==> src/rtl/ctr_pkg.sv <==
package ctr_pkg;
    typedef enum logic [2:0] {
        OP_HOLD  = 3'd0,
        OP_CLEAR = 3'd1,
        OP_LOAD  = 3'd2,
        OP_INC   = 3'd3,
        OP_DEC   = 3'd4
    } ctr_op_e;
endpackage

==> src/rtl/ctr_ctrl.sv <==
module ctr_ctrl
    import ctr_pkg::*;
(
    input  logic    sclr_n,
    input  logic    load_n,
    input  logic    enp_n,
    input  logic    ent_n,
    input  logic    up,
    output ctr_op_e op
);
    always_comb begin
        if (!sclr_n)                op = OP_CLEAR;
        else if (!load_n)           op = OP_LOAD;
        else if (!enp_n && !ent_n)  op = up ? OP_INC : OP_DEC;
        else                        op = OP_HOLD;
    end
endmodule

==> src/rtl/ctr_step.sv <==
module ctr_step
    import ctr_pkg::*;
#(
    parameter int WIDTH  = 4,
    parameter bit DECADE = 1'b0
) (
    input  logic [WIDTH-1:0] cur,
    input  logic [WIDTH-1:0] din,
    input  ctr_op_e          op,
    output logic [WIDTH-1:0] nxt
);
    localparam int MODULUS = DECADE ? 10 : (1 << WIDTH);
    localparam logic [WIDTH-1:0] LAST = WIDTH'(MODULUS - 1);

    logic at_top;

    generate
        if (DECADE) begin : g_dec
            // values above nine also roll to zero
            assign at_top = (cur >= LAST);
        end else begin : g_bin
            assign at_top = (cur == LAST);
        end
    endgenerate

    always_comb begin
        case (op)
            OP_CLEAR: nxt = '0;
            OP_LOAD:  nxt = din;
            OP_INC:   nxt = at_top ? '0 : cur + 1'b1;
            OP_DEC:   nxt = (cur == '0) ? LAST : cur - 1'b1;
            default:  nxt = cur;
        endcase
    end
endmodule

==> src/rtl/ctr_carry.sv <==
module ctr_carry #(
    parameter int WIDTH  = 4,
    parameter bit DECADE = 1'b0
) (
    input  logic             clk,
    input  logic             arst_n,
    input  logic [WIDTH-1:0] cur,
    input  logic             up,
    input  logic             enp_n,
    input  logic             ent_n,
    output logic             rco_n,
    output logic             cco_n
);
    localparam int MODULUS = DECADE ? 10 : (1 << WIDTH);
    localparam logic [WIDTH-1:0] LAST = WIDTH'(MODULUS - 1);

    logic terminal;

    always_comb begin
        terminal = up ? (cur == LAST) : (cur == '0);
        rco_n    = !(terminal && !ent_n);
        cco_n    = !(!clk && !rco_n && !enp_n);
    end

    // ripple carry never active without the T enable
    a_r8_rco_needs_ent: assert property (@(posedge clk) disable iff (!arst_n)
        !rco_n |-> !ent_n);
    // clocked carry idle whenever P enable is off
    a_r9_cco_idle: assert property (@(posedge clk) disable iff (!arst_n)
        enp_n |-> cco_n);
    // clocked carry never active while the ripple carry is idle
    a_r9_cco_follows_rco: assert property (@(posedge clk) disable iff (!arst_n)
        rco_n |-> cco_n);
endmodule

==> src/rtl/updown_counter4.sv <==
module updown_counter4
    import ctr_pkg::*;
#(
    parameter int WIDTH  = 4,
    parameter bit DECADE = 1'b0
) (
    input  logic             clk,
    input  logic             arst_n,
    input  logic             sclr_n,
    input  logic             load_n,
    input  logic [WIDTH-1:0] din,
    input  logic             enp_n,
    input  logic             ent_n,
    input  logic             up,
    input  logic             oe_n,
    output logic [WIDTH-1:0] q,
    output logic             q_oe,
    output logic             rco_n,
    output logic             cco_n
);
    localparam int MODULUS = DECADE ? 10 : (1 << WIDTH);
    localparam logic [WIDTH-1:0] LAST = WIDTH'(MODULUS - 1);

    typedef struct packed {
        logic [WIDTH-1:0] cnt;
    } state_t;

    state_t          state_d, state_q;
    ctr_op_e         op;
    logic [WIDTH-1:0] step_val;

    ctr_ctrl u_ctrl (
        .sclr_n (sclr_n),
        .load_n (load_n),
        .enp_n  (enp_n),
        .ent_n  (ent_n),
        .up     (up),
        .op     (op)
    );

    ctr_step #(.WIDTH(WIDTH), .DECADE(DECADE)) u_step (
        .cur (state_q.cnt),
        .din (din),
        .op  (op),
        .nxt (step_val)
    );

    ctr_carry #(.WIDTH(WIDTH), .DECADE(DECADE)) u_carry (
        .clk    (clk),
        .arst_n (arst_n),
        .cur    (state_q.cnt),
        .up     (up),
        .enp_n  (enp_n),
        .ent_n  (ent_n),
        .rco_n  (rco_n),
        .cco_n  (cco_n)
    );

    always_comb begin
        state_d     = state_q;
        state_d.cnt = step_val;
    end

    always_ff @(posedge clk or negedge arst_n) begin
        if (!arst_n) state_q <= '0;
        else         state_q <= state_d;
    end

    assign q    = state_q.cnt;
    assign q_oe = !oe_n;

    // count held at zero during immediate clear
    a_r1_async_zero: assert property (@(posedge clk) !arst_n |-> q == '0);
    // clear on edge wins over everything synchronous
    a_r2_sclr_zero: assert property (@(posedge clk) disable iff (!arst_n)
        !sclr_n |=> q == '0);
    // preset copies the data bus
    a_r3_load_copy: assert property (@(posedge clk) disable iff (!arst_n)
        (sclr_n && !load_n) |=> q == $past(din));
    // count holds unless both enables are active
    a_r4_hold: assert property (@(posedge clk) disable iff (!arst_n)
        (sclr_n && load_n && (enp_n || ent_n)) |=> $stable(q));
    // one step up with wrap at the range limit
    a_r5_step_up: assert property (@(posedge clk) disable iff (!arst_n)
        (sclr_n && load_n && !enp_n && !ent_n && up) |=>
        q == (($past(q) >= LAST) ? '0 : $past(q) + 1'b1));
    // one step down with wrap at zero
    a_r5_step_down: assert property (@(posedge clk) disable iff (!arst_n)
        (sclr_n && load_n && !enp_n && !ent_n && !up) |=>
        q == (($past(q) == '0) ? LAST : $past(q) - 1'b1));
endmodule

==> config.mk <==
export PLATFORM = sky130hd
export DESIGN_NAME = updown_counter4
export DESIGN_NICKNAME = d
export VERILOG_FILES = /design/src/rtl/ctr_pkg.sv /design/src/rtl/ctr_ctrl.sv /design/src/rtl/ctr_step.sv /design/src/rtl/ctr_carry.sv /design/src/rtl/updown_counter4.sv
export SDC_FILE = /design/constraint.sdc
export NUM_CORES = 1
export LEC_CHECK = 0
export BUFFER_PORTS_ARGS = -buffer_cell sky130_fd_sc_hd__buf_2
export CAP_MARGIN = 20
export CORE_AREA = 2 2 39 41
export DETAILED_ROUTE_END_ITERATION = 10
export DIE_AREA = 0 0 41 43
export PLACE_DENSITY = 0.52
export SLEW_MARGIN = 40
export SYNTH_ARGS = -nofsm -noshare
export SYNTH_HDL_FRONTEND = slang
export SYNTH_SLANG_ARGS = --single-unit
==> constraint.sdc <==
create_clock -name clk -period 2.7 [get_ports clk]
set_input_delay 0.81 -clock clk [delete_from_list [all_inputs] [get_ports clk]]
set_output_delay 0.81 -clock clk [all_outputs]
set_load 0.005 [all_outputs]
-- Yosys cells after proc, flatten, opt, wreduce, memory -nomap -nowiden
Cells that the tools add are included.
Widths: inputs -> output; s select.
- flip-flop bits (word level): 4
- output and inout port bits: 7
- input bits: 12
- reduce and logical (&&, ||, !) cells: 12
- $add $sub $neg: 2
- multiplexer cells: 8
- eq/ne operators: 5
- operators by type and width (operator ; count):
    $pmux 4 s4 ; 1
    $mux 3 ; 4
    $mux 4 ; 2
    $eq 3x2->1 const B ; 2
    $logic_not 1->1 ; 6
    $add 4x1->4 const B ; 1
    $eq 4x4->1 const B ; 1
    $logic_and 1x1->1 ; 4
    $logic_not 4->1 ; 1
    $reduce_bool 4->1 ; 1
    $sub 4x1->4 const B ; 1
    $eq 3x1->1 const B ; 1
    $eq 3x3->1 const B ; 1
    $mux 1 ; 1

-- Logic depth before layout (Yosys ltp)
- depth in word-level cells: 7
- depth in mapped cells: 6
- gate-level depth less buffers: 6

-- Modules after synthesis
Synthesis repeated with hierarchy kept, for this count alone.
- cells, all modules: 73
- area total of the unflattened synthesis: 551.8 um^2
- by module, submodules not included (module ; area an instance (um^2) ; cells each ; sequential area each (um^2) ; instances):
    ctr_step ; 359.1 ; 54 ; 0.0 ; 1
    updown_counter4 ; 103.8 ; 5 ; 100.1 ; 1
    ctr_ctrl ; 45.0 ; 7 ; 0.0 ; 1
    ctr_carry ; 43.8 ; 7 ; 0.0 ; 1

==> flow_summary.yaml <==
finish:
  syn_to_final_growth_pct: 53.9
  seq_area_um2: 100
  nets: 92
  nFillCells: 157
  largest_reg_flops: 4
  layout-drive-gt1-share_pct: 48.7
  antenna_cells: 0
  multi_input_area_um2: 263
  stdcell_count: 92
timing:
  skew_ps: 0.745
  finalHoldViolations: 0
  finalSetupTns_ps: -220
  tightest_slew_ps: 336
  rsz0062_at_grt: "yes"
  min_period_over_period_pct: 108
  slew_violations: 0
  max_freq_ghz: 0.343
  period_needed_ps: 2920
  fin_ws_ps: -220
  setup_violations: 2
  slew-limit-headroom_pct: 77.3
power_and_ir_drop:
  p_per_area_nw_per_um2: 476
  total_power_uw: 280
  leakage_uw: 0.000282
  irDropWorstVdd_uv: 287
worst_setup_path:
  end_kind: "output port"
  cp_cell_sequence: "inv_2, ha_4, or3b_4, or2_1, a21o_1, or3_1, buf_2"
  cp.arrival_ps: 2110
  cpPeakStageDelay_ps: 390
  crit_fanout: 2
  critical_path_class: "reg -> out"
  crit_buf_inv: 2
  cp_top_family: "simple AND/OR/NAND/NOR gates"
  worst_path_max_delay_cell: "dfrtp_1"
  worst_ep_required_time_ps: 1890
  cp-start-kind: "flop"
clocking:
  worstSkewPairLatency_ps: 340
  clkTransAtPathRegs_ps: 40
  cts_tree: "done"
place:
  port-buffer-count: 18
  place.detailed.hpwl_um: 827
  dp.cells: 84
  gp_congestion: 0.737
logic_synthesis:
  syn-instance-count: 47
  yosys_warnings: 0
  synth.distinct_cells: 28
  synth_nets: 61
  avgSynthCellArea_um2: 8.15
  netlist_area_um2: 383
  synth_seq_area_share_pct: 26.1
  ys_seq_elements: 4
detailed_routing:
  dr.pass1.iters: 3
  routed_wl_um: 1050
  drt-initial-drc-count: 4
  vias_per_cell: 4.98
  ant_nets: 0
  avgRoutedWirePerCell_um: 11.4
  drc: 0
  route.vias.total: 458
worst_hold_path:
  hold_path.class: "in -> async"
global_routing:
  grt_max_degree: 10
  grt_pass1_vias: 429
  groute.usage.overall_pct: 14.8
  grt_pass1_wl_um: 1740
  overflow: 0
  antenna_found_initial: 0
floorplan:
  die_w_um: 41
  die_h_um: 43
  ios: 19
  initial_core_util_pct: 27.7
  core_um2: 1380
  dieArea_um2: 1760
  rows: 14
status:
  violations: "negative setup slack"
  status: "finished, violations left"
job:
  drv_cap: 0
-- stage by stage --
| step | hold slack (ps) | cell area (um^2) | setup slack [ps] | utilization (%) |
|---|---|---|---|---|
| finish | 271 | 589 | -220 | 42.6 |
| global route | 261 | 589 | -306 | 42.6 |
| CTS | 264 | 572 | -222 | 41.3 |
| detailed placement | 621 | 514 | -196 | 37.2 |
| global placement | 621 | 514 | -181 | 37.2 |
| floorplan | 514 | 387 | -89.9 | - |
-- cell usage after synthesis --
library cell  count  area, um^2
dfrtp_1           4         100
a31oi_1           1        6.26
o21a_1            1        7.51
or2_1             1        6.26
a221oi_1          1        8.76
nand4_1           1        6.26
or3b_1            1        8.76
ha_1              2        25.0
o21ai_0           4        20.0
a21oi_1           4        20.0
nor2_1            3        11.3
or4b_2            1        10.0
o311ai_0          1        8.76
nor3_1            1        5.00
mux2i_1           1        10.0
inv_1             5        18.8
o211a_1           1        10.0
or3_1             1        6.26
nand2_1           2        7.51
xnor2_1           2        17.5
nand2b_1          1        6.26
buf_2             1        5.00
nor4_1            1        6.26
buf_6             1        11.3
nand3b_1          1        7.51
o31a_2            1        10.0
o211ai_1          2        15.0
a21o_1            1        7.51
-- power breakdown --
| part | switching, uW | total, uW | internal, uW |
|---|---|---|---|
| registers | 4.59 | 69.5 | 64.9 |
| clock network | 34.0 | 133 | 99.2 |
| logic | 36.0 | 77.7 | 41.7 |
| total | 74.6 | 280 | 206 |
-- path summary, 6_finish.rpt --
kind	startpoint	endpoint	slack, ps	depth (start not counted)
worst max-delay path	q[0]	cco_n	-220	7
worst min-delay path	arst_n	q[0]	270	1
worst max register to register	q[0]	q[3]	900	5
worst min register to register	q[2]	q[2]	720	3
max in group asynchronous	arst_n	q[1]	2310	1
min in group clk	din[1]	q[1]	710	2
-- layout make-up --
cell class	instances	share of cell area, %
Clock buffer	7	8.49
Inverter	5	3.18
Multi-Input combinational cell	36	44.6
Sequential cell	4	17.0
Tap cell	16	3.40
Timing Repair Buffer	24	23.4
-- routing by layer --
| metal | vias to the layer above | global-route usage [%] | part of all wire, % |
|---|---|---|---|
| li1 | 233 | - | - |
| met1 | 209 | 17.5 | 46 |
| met2 | 16 | 20.9 | 48 |
| met4 | 0 | 4.67 | 0 |
| met3 | 0 | 9.95 | 6.1 |
| met5 | - | 0 | 0 |
-- layout by cell type (no fill, tap or decap), drive strengths merged --
cell type and instances:
or2 1, or3b 1, dfrtp 4, o21ai 4, o21a 1, xnor2 2, a21o 1, nand3b 1
buf 25, ha 2, o211a 1, nor4 1, o31a 1, a221oi 1, nand2 2, inv 5
a21oi 4, nor2 3, or3 1, nor3 1, nand2b 1, mux2i 1, o211ai 2, a31oi 1
o311ai 1, or4b 1, clkbuf 6, nand4 1
-- what timing repair did --
| action | CTS | global route |
|---|---|---|
| hold buffers | 0 | 0 |
| setup buffers | 0 | 2 |
| endpoints found under the setup margin | 2 | 2 |
| gates resized for setup | 4 | 1 |
-- logic make-up (layout without fill, tap and decap cells) --
kind of cell / Yosys count / count (layout) / synth area share [%]
buffers and inverters: 7 / 36 / 9.15
adder cells (fa/ha/maj): 2 / 2 / 6.53
AO/OA/AOI/OAI: 17 / 17 / 29.7
XOR/XNOR: 2 / 2 / 4.58
flip-flops: 4 / 4 / 26.1
multiplexers: 1 / 1 / 2.61
AND/OR/NAND/NOR: 14 / 14 / 21.2
Note: power is estimated with default switching activity, not from simulation.
